<file path="src/rtl/rstwd_pkg.sv">
package rstwd_pkg;

   typedef enum logic [1:0] {
      ST_PWR_LOW = 2'd0,
      ST_HOLD    = 2'd1,
      ST_RUN     = 2'd2
   } seq_state_t;

   localparam int SIG_KICK = 0;
   localparam int SIG_MODE = 1;
   localparam int SYNC_W   = 2;

   // smallest width that holds values 0..maxv
   function automatic int bits_for(input int maxv);
      int b;
      b = 1;
      while ((64'd1 << b) <= 64'(maxv)) b++;
      return b;
   endfunction

   // count at which the internal service source acts
   function automatic int self_point(input int basic, input int pct);
      int p;
      p = (basic * pct) / 100;
      return (p < 1) ? 1 : p;
   endfunction

endpackage

</file>
<file path="src/rtl/rstwd_sync.sv">
module rstwd_sync #(
   parameter int W      = 2,
   parameter int STAGES = 2
) (
   input  logic         clk,
   input  logic         rst_n,
   input  logic [W-1:0] d_i,
   output logic [W-1:0] q_o
);

   logic [STAGES-1:0][W-1:0] chain_q;

   always_ff @(posedge clk or negedge rst_n) begin
      if (!rst_n) chain_q <= '0;
      else        chain_q <= {chain_q[STAGES-2:0], d_i};
   end

   assign q_o = chain_q[STAGES-1];

endmodule

</file>
<file path="src/rtl/rstwd_wd_counter.sv">
module rstwd_wd_counter
   import rstwd_pkg::*;
#(
   parameter int WD_TICKS = 1000,
   parameter int EXT_MULT = 500,
   parameter int SELF_PCT = 94,
   parameter int CNT_W    = bits_for(WD_TICKS * EXT_MULT)
) (
   input  logic              clk,
   input  logic              rst_n,
   input  logic              hold_clr,
   input  logic [SYNC_W-1:0] sync_lvl,
   input  logic              kick_driven,
   input  logic              enable,
   output logic [CNT_W-1:0]  cnt_o,
   output logic              expire_o
);

   localparam int EXT_P   = WD_TICKS * EXT_MULT;
   localparam int SELF_AT = self_point(WD_TICKS, SELF_PCT);
   localparam logic [CNT_W-1:0] BASE_LAST = CNT_W'(WD_TICKS - 1);
   localparam logic [CNT_W-1:0] EXT_LAST  = CNT_W'(EXT_P - 1);
   localparam logic [CNT_W-1:0] SELF_LAST = CNT_W'(SELF_AT - 1);

   logic [SYNC_W-1:0] lvl_prev_q;
   logic [CNT_W-1:0]  cnt_q;
   logic [CNT_W-1:0]  last_cnt;
   logic              kick_edge, mode_edge, mode_ext;
   logic              self_kick, clr, expire;

   always_ff @(posedge clk or negedge rst_n) begin
      if (!rst_n) lvl_prev_q <= '0;
      else        lvl_prev_q <= sync_lvl;
   end

   assign kick_edge = sync_lvl[SIG_KICK] ^ lvl_prev_q[SIG_KICK];
   assign mode_edge = sync_lvl[SIG_MODE] ^ lvl_prev_q[SIG_MODE];
   assign mode_ext  = sync_lvl[SIG_MODE];

   generate
      if (EXT_MULT == 1) begin : g_single_period
         assign last_cnt = BASE_LAST;
      end else begin : g_dual_period
         assign last_cnt = mode_ext ? EXT_LAST : BASE_LAST;
      end
   endgenerate

   // undriven service input in long mode: internal source restarts the count
   assign self_kick = mode_ext & ~kick_driven & (cnt_q >= SELF_LAST);

   assign clr = hold_clr | ~enable | mode_edge | self_kick |
                (kick_edge & kick_driven);

   assign expire = ~clr & (cnt_q == last_cnt);

   always_ff @(posedge clk or negedge rst_n) begin
      if (!rst_n)              cnt_q <= '0;
      else if (clr || expire)  cnt_q <= '0;
      else                     cnt_q <= cnt_q + 1'b1;
   end

   assign cnt_o    = cnt_q;
   assign expire_o = expire;

endmodule

</file>
<file path="src/rtl/rstwd_rst_seq.sv">
module rstwd_rst_seq
   import rstwd_pkg::*;
#(
   parameter int RST_TICKS = 200
) (
   input  logic clk,
   input  logic rst_n,
   input  logic pwr_good,
   input  logic wd_expire,
   output logic rst_act_o
);

   localparam int TW = bits_for(RST_TICKS);
   localparam logic [TW-1:0] T_LAST = TW'(RST_TICKS - 1);

   seq_state_t     st_q, st_d;
   logic [TW-1:0]  t_q, t_d;

   always_comb begin
      st_d = st_q;
      t_d  = t_q;
      case (st_q)
         ST_PWR_LOW: begin
            t_d = '0;
            if (pwr_good) st_d = ST_HOLD;
         end
         ST_HOLD: begin
            if (!pwr_good) begin
               st_d = ST_PWR_LOW;
               t_d  = '0;
            end else if (t_q == T_LAST) begin
               st_d = ST_RUN;
               t_d  = '0;
            end else begin
               t_d  = t_q + 1'b1;
            end
         end
         ST_RUN: begin
            t_d = '0;
            if (!pwr_good)      st_d = ST_PWR_LOW;
            else if (wd_expire) st_d = ST_HOLD;
         end
         default: begin
            st_d = ST_PWR_LOW;
            t_d  = '0;
         end
      endcase
   end

   always_ff @(posedge clk or negedge rst_n) begin
      if (!rst_n) begin
         st_q <= ST_PWR_LOW;
         t_q  <= '0;
      end else begin
         st_q <= st_d;
         t_q  <= t_d;
      end
   end

   assign rst_act_o = (st_q != ST_RUN);

endmodule

</file>
<file path="src/rtl/rstwd_supervisor.sv">
module rstwd_supervisor
   import rstwd_pkg::*;
#(
   parameter int RST_TICKS   = 200,
   parameter int WD_TICKS    = 1000,
   parameter int EXT_MULT    = 500,
   parameter int SELF_PCT    = 94,
   parameter int SYNC_STAGES = 2,
   parameter bit ACTIVE_HIGH = 1'b1
) (
   input  logic clk,
   input  logic rst_n,
   input  logic pwr_good,
   input  logic wd_kick,
   input  logic wd_mode_ext,
   input  logic wd_kick_driven,
   input  logic wd_enable,
   output logic sys_rst
);

   localparam int CNT_W = bits_for(WD_TICKS * EXT_MULT);

   generate
      if (RST_TICKS < 1) begin : g_bad_rst
         $error("RST_TICKS must be at least 1");
      end
      if (WD_TICKS < 4) begin : g_bad_wd
         $error("WD_TICKS must be at least 4");
      end
      if (EXT_MULT < 1) begin : g_bad_mult
         $error("EXT_MULT must be at least 1");
      end
      if (SELF_PCT < 1 || SELF_PCT > 99) begin : g_bad_pct
         $error("SELF_PCT must lie in 1..99");
      end
      if (SYNC_STAGES < 2) begin : g_bad_sync
         $error("SYNC_STAGES must be at least 2");
      end
   endgenerate

   logic [SYNC_W-1:0] raw_in, sync_q;
   logic              rst_act;
   logic              wd_expire;
   logic [CNT_W-1:0]  wd_cnt;

   assign raw_in[SIG_KICK] = wd_kick;
   assign raw_in[SIG_MODE] = wd_mode_ext;

   rstwd_sync #(
      .W      (SYNC_W),
      .STAGES (SYNC_STAGES)
   ) u_sync (
      .clk   (clk),
      .rst_n (rst_n),
      .d_i   (raw_in),
      .q_o   (sync_q)
   );

   rstwd_wd_counter #(
      .WD_TICKS (WD_TICKS),
      .EXT_MULT (EXT_MULT),
      .SELF_PCT (SELF_PCT),
      .CNT_W    (CNT_W)
   ) u_wd (
      .clk         (clk),
      .rst_n       (rst_n),
      .hold_clr    (rst_act | ~pwr_good),
      .sync_lvl    (sync_q),
      .kick_driven (wd_kick_driven),
      .enable      (wd_enable),
      .cnt_o       (wd_cnt),
      .expire_o    (wd_expire)
   );

   rstwd_rst_seq #(
      .RST_TICKS (RST_TICKS)
   ) u_seq (
      .clk       (clk),
      .rst_n     (rst_n),
      .pwr_good  (pwr_good),
      .wd_expire (wd_expire),
      .rst_act_o (rst_act)
   );

   generate
      if (ACTIVE_HIGH) begin : g_out_high
         assign sys_rst = rst_act;
      end else begin : g_out_low
         assign sys_rst = ~rst_act;
      end
   endgenerate

endmodule

</file>
<file path="config.mk">
export PLATFORM = sky130hd
export DESIGN_NAME = rstwd_supervisor
export DESIGN_NICKNAME = d
export VERILOG_FILES = /design/src/rtl/rstwd_pkg.sv /design/src/rtl/rstwd_sync.sv /design/src/rtl/rstwd_wd_counter.sv /design/src/rtl/rstwd_rst_seq.sv /design/src/rtl/rstwd_supervisor.sv
export SDC_FILE = /design/constraint.sdc
export NUM_CORES = 1
export LEC_CHECK = 0
export BUFFER_PORTS_ARGS = -buffer_cell sky130_fd_sc_hd__buf_2
export CAP_MARGIN = 40
export CORE_UTILIZATION = 55
export CTS_BUF_LIST = sky130_fd_sc_hd__clkbuf_16
export CTS_CLUSTER_DIAMETER = 200
export DETAILED_ROUTE_END_ITERATION = 6
export PLACE_DENSITY_LB_ADDON = 0.08
export SLEW_MARGIN = 0
export SYNTH_ARGS = -nofsm -noshare
export SYNTH_HDL_FRONTEND = slang
export SYNTH_SLANG_ARGS = --single-unit
</file>
<file path="constraint.sdc">
create_clock -name clk -period 2.1 [get_ports clk]
set_clock_uncertainty 0.2 [all_clocks]
set_input_delay 0.21 -clock clk [delete_from_list [all_inputs] [get_ports clk]]
set_output_delay 0.21 -clock clk [all_outputs]
set_load 0.03 [all_outputs]
</file>
### Yosys cells after proc, flatten, opt, wreduce, memory -nomap -nowiden

Index checks and enable logic that the tools add are counted.
Widths: inputs -> output; s select.

| storage, ports and cells | value |
|---|---|
| bits of input ports | 7 |
| register bits | 35 |

| operators by class | value |
|---|---|
| eq/ne operators | 8 |
| reduce and logical (&&, ||, !) cells | 3 |
| bitwise gates (word level) | 15 |
| multiplexer cells | 11 |
| $lt $le $gt $ge | 1 |
| add/sub/neg operators | 2 |

Operators by type and width:

| operator | number |
|---|---|
| $mux 19 | 2 |
| $mux 8 | 3 |
| $add 19x1->19 const B | 1 |
| $eq 19x19->1 | 1 |
| $ge 19x10->1 const B | 1 |
| $mux 2 | 5 |
| $add 8x1->8 const B | 1 |
| $eq 8x8->1 const B | 1 |
| $pmux 2 s3 | 1 |
| $or 1x1->1 | 5 |
| $and 1x1->1 | 4 |
| $ne 2x2->1 const B | 2 |
| $not 1->1 | 4 |
| $ne 3x2->1 const B | 1 |
| $ne 3x3->1 const B | 1 |
| $reduce_and 3->1 | 1 |
| $eq 2x1->1 const B | 1 |
| $eq 2x2->1 const B | 1 |
| $logic_not 2->1 | 1 |
| $xor 1x1->1 | 2 |
| $logic_or 1x1->1 | 1 |

### Longest topological paths before layout

| logic depth | value |
|---|---|
| word-level depth | 11 |
| depth in mapped cells | 7 |
| depth with buffers taken out | 5 |

### By module

From an unflattened synthesis, not the netlist that was laid out.

| second synthesis, totals | value |
|---|---|
| cells, all modules | 178 |
| area total of the unflattened synthesis | 1,819.2 um^2 |

By module, submodules not included:

| module | area an instance (um^2) | sequential area each (um^2) | cells each | times used |
|---|---|---|---|---|
| rstwd_wd_counter | 1,162.4 | 525.5 | 119 | 1 |
| rstwd_rst_seq | 535.5 | 250.2 | 52 | 1 |
| rstwd_sync | 115.1 | 100.1 | 6 | 1 |
| rstwd_supervisor | 6.3 | 0.0 | 1 | 1 |

### Worst setup path before layout

Ideal clock, no wire load.

| path | value |
|---|---|
| path type | reg2reg |
| start | register u_wd.cnt_q[15], in the netlist u_wd.cnt_o[15] |
| end | register u_wd.cnt_q[10], in the netlist u_wd.cnt_o[10] |
| buffers on the path | 2 |
| slack | -0.119 ns |
| data arrival time | 1.883 ns |
| cell stages (with the launch flop) | 7 |
| period minus slack after synthesis | 2.219 ns |
| cell sequence | dfrtp_1 or4_1 nor4b_1 o221a_2 clkbuf_8 buf_2 nor4_1 |

| between the ends | value |
|---|---|
| cells in the longest elaborated chain, start to end | 8 |

RTL lines:

| what | line | RTL |
|---|---|---|
| start: declaration | rstwd_wd_counter.sv:26 | `logic [CNT_W-1:0] cnt_q;` |
| start signal: assignment | rstwd_wd_counter.sv:59 | `else cnt_q <= cnt_q + 1'b1;` |
| $ge 19x10->1 | rstwd_wd_counter.sv:49 | `assign self_kick = mode_ext & ~kick_driven & (cnt_q >= SELF_LAST);` |
| $and 1x1->1 | rstwd_wd_counter.sv:49 |  |
| $or 1x1->1 (2 in a row) | rstwd_wd_counter.sv:51 | `assign clr = hold_clr \| ~enable \| mode_edge \| self_kick \|` |
| $not 1->1 | rstwd_wd_counter.sv:54 | `assign expire = ~clr & (cnt_q == last_cnt);` |
| $and 1x1->1 | rstwd_wd_counter.sv:54 |  |
| $logic_or 1x1->1 (*) | rstwd_wd_counter.sv:58 | `else if (clr \|\| expire) cnt_q <= '0;` |
| $mux 19 (*) | rstwd_wd_counter.sv:58 |  |

Mark *: on every way between the ends. The rest lies on a longest branch, timed or not.
A chain may end at the register's enable or synchronous reset.

### Worst setup path after layout

| path | value |
|---|---|
| start | register u_wd.cnt_q[4], in the netlist u_wd.cnt_o[4] |
| end | register u_wd.cnt_q[13], in the netlist u_wd.cnt_o[13] |

| between the ends | value |
|---|---|
| cells in the longest elaborated chain, start to end | 8 |

RTL lines:

| what | line |
|---|---|
| $ge 19x10->1 | rstwd_wd_counter.sv:49 |
| $and 1x1->1 | rstwd_wd_counter.sv:49 |
| $or 1x1->1 (2 in a row) | rstwd_wd_counter.sv:51 |
| $not 1->1 | rstwd_wd_counter.sv:54 |
| $and 1x1->1 | rstwd_wd_counter.sv:54 |
| $logic_or 1x1->1 | rstwd_wd_counter.sv:58 |
| $mux 19 (*) | rstwd_wd_counter.sv:58 |

Marks and branches as above.

==> results.json <==
{
  "ys_seq_area_share_pct": 45.7,
  "synth_top_area_share_pct": 45.7,
  "grt_util_all_layers_pct": 29.9,
  "worst_setup_margin_ns": -0.0957,
  "critPathTopFamily": "simple AND/OR/NAND/NOR gates",
  "use_met1_pct": 36.1,
  "drt_first_iter_violations": 156,
  "tritoncts_clock_tree": "done",
  "fp.dieW_um": 61.0,
  "post-synth-top-area-cell": "dfrtp_1",
  "critical_path.endpoint_type": "flip-flop",
  "synth_enable_flop_cells": 0,
  "worst-endpoint-arrival_ns": 2.14,
  "critPathBufInv": 1,
  "power.ir.vdd_worst_uv": 525,
  "die-area_um2": 3720,
  "n_antenna_cell": 0,
  "grt_pass1_vias": 1664,
  "ys_warnings": 0,
  "clkLatencyLatePin_ns": 0.28,
  "post_synth.cell_area_avg_um2": 10.7,
  "wl_um": 5360,
  "routed_via_density": 6.03,
  "placementRows": 21,
  "fin_tns_setup_ns": -0.734,
  "min_path_type": "input pin to flip-flop",
  "total_power_uw": 1450,
  "floorplan.io_pins": 8,
  "port_buffers": 7,
  "cts_buffers": 5,
  "cts-root-buf": "clkbuf_16",
  "mappedNetlistNets": 188,
  "slew_headroom_pct": 47.7,
  "timing.critical_path.cells": "buf_4, nand2_1, or2_2, or4_1, a2111oi_0",
  "library_cell_contributing_the_largest_single_delay_on_the_critical_path": "a2111oi_0",
  "fill_cells": 179,
  "leakage_uw": 0.00108,
  "synth_async_sr_flop_share_pct": 100,
  "syn2layout_area_growth_pct": 46.1,
  "core_area_um2": 3340,
  "worst_margin_pin_slew_ns": 0.785,
  "grt_antenna_before_repair": 0,
  "fin_nets": 246,
  "routed-via-count": 1713,
  "final_layout_size_suffix_gt1_share_pct": 48.3,
  "fmax_mhz": 455,
  "synth.ff_latch_count": 35,
  "hold_viol_final": 0,
  "tritoncts_num_sinks": 35,
  "grt_util_met2_pct": 49.8,
  "ys_top_cells_by_count": "dfrtp_1 (35), nor4_1 (20), nor2_1 (12)",
  "fin_crit_sh_pct": 105,
  "cts-root-to-sink-buffers": 2,
  "grt.met3_usage_pct": 6.09,
  "antenna_viol_nets_final": 0,
  "pwr_density_cell_nw_per_um2": 518,
  "gr-total-overflow": 0,
  "utilization_pct": 83.9,
  "clk_transition_reported_paths_ns": 0.05,
  "final_max_slew_viol_count": 0,
  "timing.critical_path.from_type": "flip-flop",
  "globalRoute.busiestLayer": "met2",
  "detailedPlacementHpwl_um": 3290,
  "failed_checks": "setup timing",
  "setup-violations-final": 20,
  "htreeDepth": 2,
  "grt_first_pass_wirelength_um": 7750,
  "rsz0062_at_grt": "true",
  "initial_core_util_pct": 57.4,
  "ys.flop_type": "dfrtp_1",
  "maxCapViolCount": 0,
  "timing.critical_path.fanout_max": 4,
  "grt_max_degree": 36,
  "synth_most_common_cell": "dfrtp_1",
  "detail_route.first_pass.iterations": 4,
  "vertical_die_dimension_um": 61.0,
  "synth.area.top_cells": "dfrtp_1 (46%), nor4_1 (6.5%), xor2_1 (5.0%), xnor2_1 (4.1%), a2111oi_2 (2.4%)",
  "detail_route.drc_violations": 0,
  "crit_required_ns": 2.04,
  "routabilityCongestion": 0.891,
  "synth.cell_area_um2": 1920,
  "avgRoutedWirePerCell_um": 18.9,
  "status": "finished with violations",
  "synthCells": 179,
  "max_stage_delay_ns": 0.44,
  "yosysUniqueCellTypes": 46,
  "timing.final.crit_period_ns": 2.20,
  "path_class": "flip-flop to flip-flop"
}
[placed cells by master (no fill, tap or decap), drive strengths merged, types with 2 or more instances in the layout]
master	Yosys	final
xor2	11	11
nand3	10	10
and4	2	2
or2	3	3
a2111oi	6	6
dlygate4sd3	0	3
and3	2	2
nand4	3	3
nor3	2	2
ha	2	2
clkinv	0	3
nor4b	3	3
nand2	11	11
dfrtp	35	35
or3	5	5
nor4	20	20
inv	6	6
or4	6	6
nor2	12	12
clkbuf	4	5
nand2b	2	2
buf	6	58
o31ai	2	2
xnor2	9	9
o21ai	3	3
o41ai	2	2
[routing by layer]
layer  wire length (µm)  share of wire [%]
met1               2170                 40
met2               2820                 53
met3                187                3.5
met4                188                3.5
met5                  0                  0
[where the power goes]
| group | internal (µW) | leakage [µW] | switching, µW |
|---|---|---|---|
| Clock | 432 | 0.0000733 | 280 |
| Combinational | 15.5 | 0.000538 | 32.2 |
| Sequential | 684 | 0.000463 | 5.22 |
| Total | 1130 | 0.00108 | 317 |
[kinds of logic (layout without fill, tap and decap cells)]
group | after synthesis | count (layout) | synth area share (%)
adder cells (fa/ha/maj) | 2 | 2 | 1.31
flip-flops | 35 | 35 | 45.7
XOR/XNOR | 20 | 20 | 9.14
buffers and inverters | 16 | 75 | 5.62
AO/OA/AOI/OAI | 21 | 21 | 11.2
AND/OR/NAND/NOR | 85 | 85 | 27.0
[metrics by stage]
stage	hold WS [ns]	area, µm²	setup slack [ns]	cells
global route	0.106	2800	-0.259	284
global placement	0.117	2260	-0.0742	261
finish	0.0667	2800	-0.0957	284
detailed placement	0.120	2260	-0.111	261
floorplan	-0.286	1950	-0.0453	179
CTS	0.0671	2590	-0.00912	282
[cell type report]
class	count	area, µm²	area share, %
sequential	35	882	31.5
timing repair buffer	61	485	17.3
tap	46	57.6	2.06
clock inverter	3	15.0	0.536
clock buffer	5	125	4.47
inverter	6	22.5	0.805
multi-input combinational	128	1210	43.3
[flip-flops by register name, summed over array words and instances (netlist names)]
name,cells
u_sync.q_o,2
u_wd.cnt_o,19
u_sync.chain_q,2
u_seq.st_q,2
u_seq.t_q,8
u_wd.lvl_prev_q,2
[tightest hold or removal path: stages]
cell and delay (ns):
buf_2 0.12, nand2b_1 0.08, o41ai_1 0.09
[final timing paths]
path | start | endpoint | slack (ns) | depth (start not counted)
setup / recovery | u_wd.cnt_o[4]$_DFF_PN0_ | u_wd.cnt_o[13]$_DFF_PN0_ | -0.1 | 5
hold / removal | pwr_good | u_seq.st_q[0]$_DFFE_PN0P_ | 0.07 | 3
setup reg to reg | u_wd.cnt_o[4]$_DFF_PN0_ | u_wd.cnt_o[13]$_DFF_PN0_ | -0.1 | 5
hold reg to reg | u_sync.chain_q[0]$_DFF_PN0_ | u_sync.q_o[0]$_DFF_PN0_ | 0.15 | 0
max in group asynchronous | rst_n | u_wd.cnt_o[6]$_DFF_PN0_ | 0.81 | 2
min in group asynchronous | rst_n | u_seq.t_q[4]$_DFF_PN0_ | 0.35 | 2
[what timing repair did]
item,CTS,global route
resized for setup,18,32
hold endpoints to repair,37,0
setup endpoints to repair,21,21
pin swaps,13,6
hold buffers,3,0
setup buffers,11,2
(Power assumes the default switching activity.)
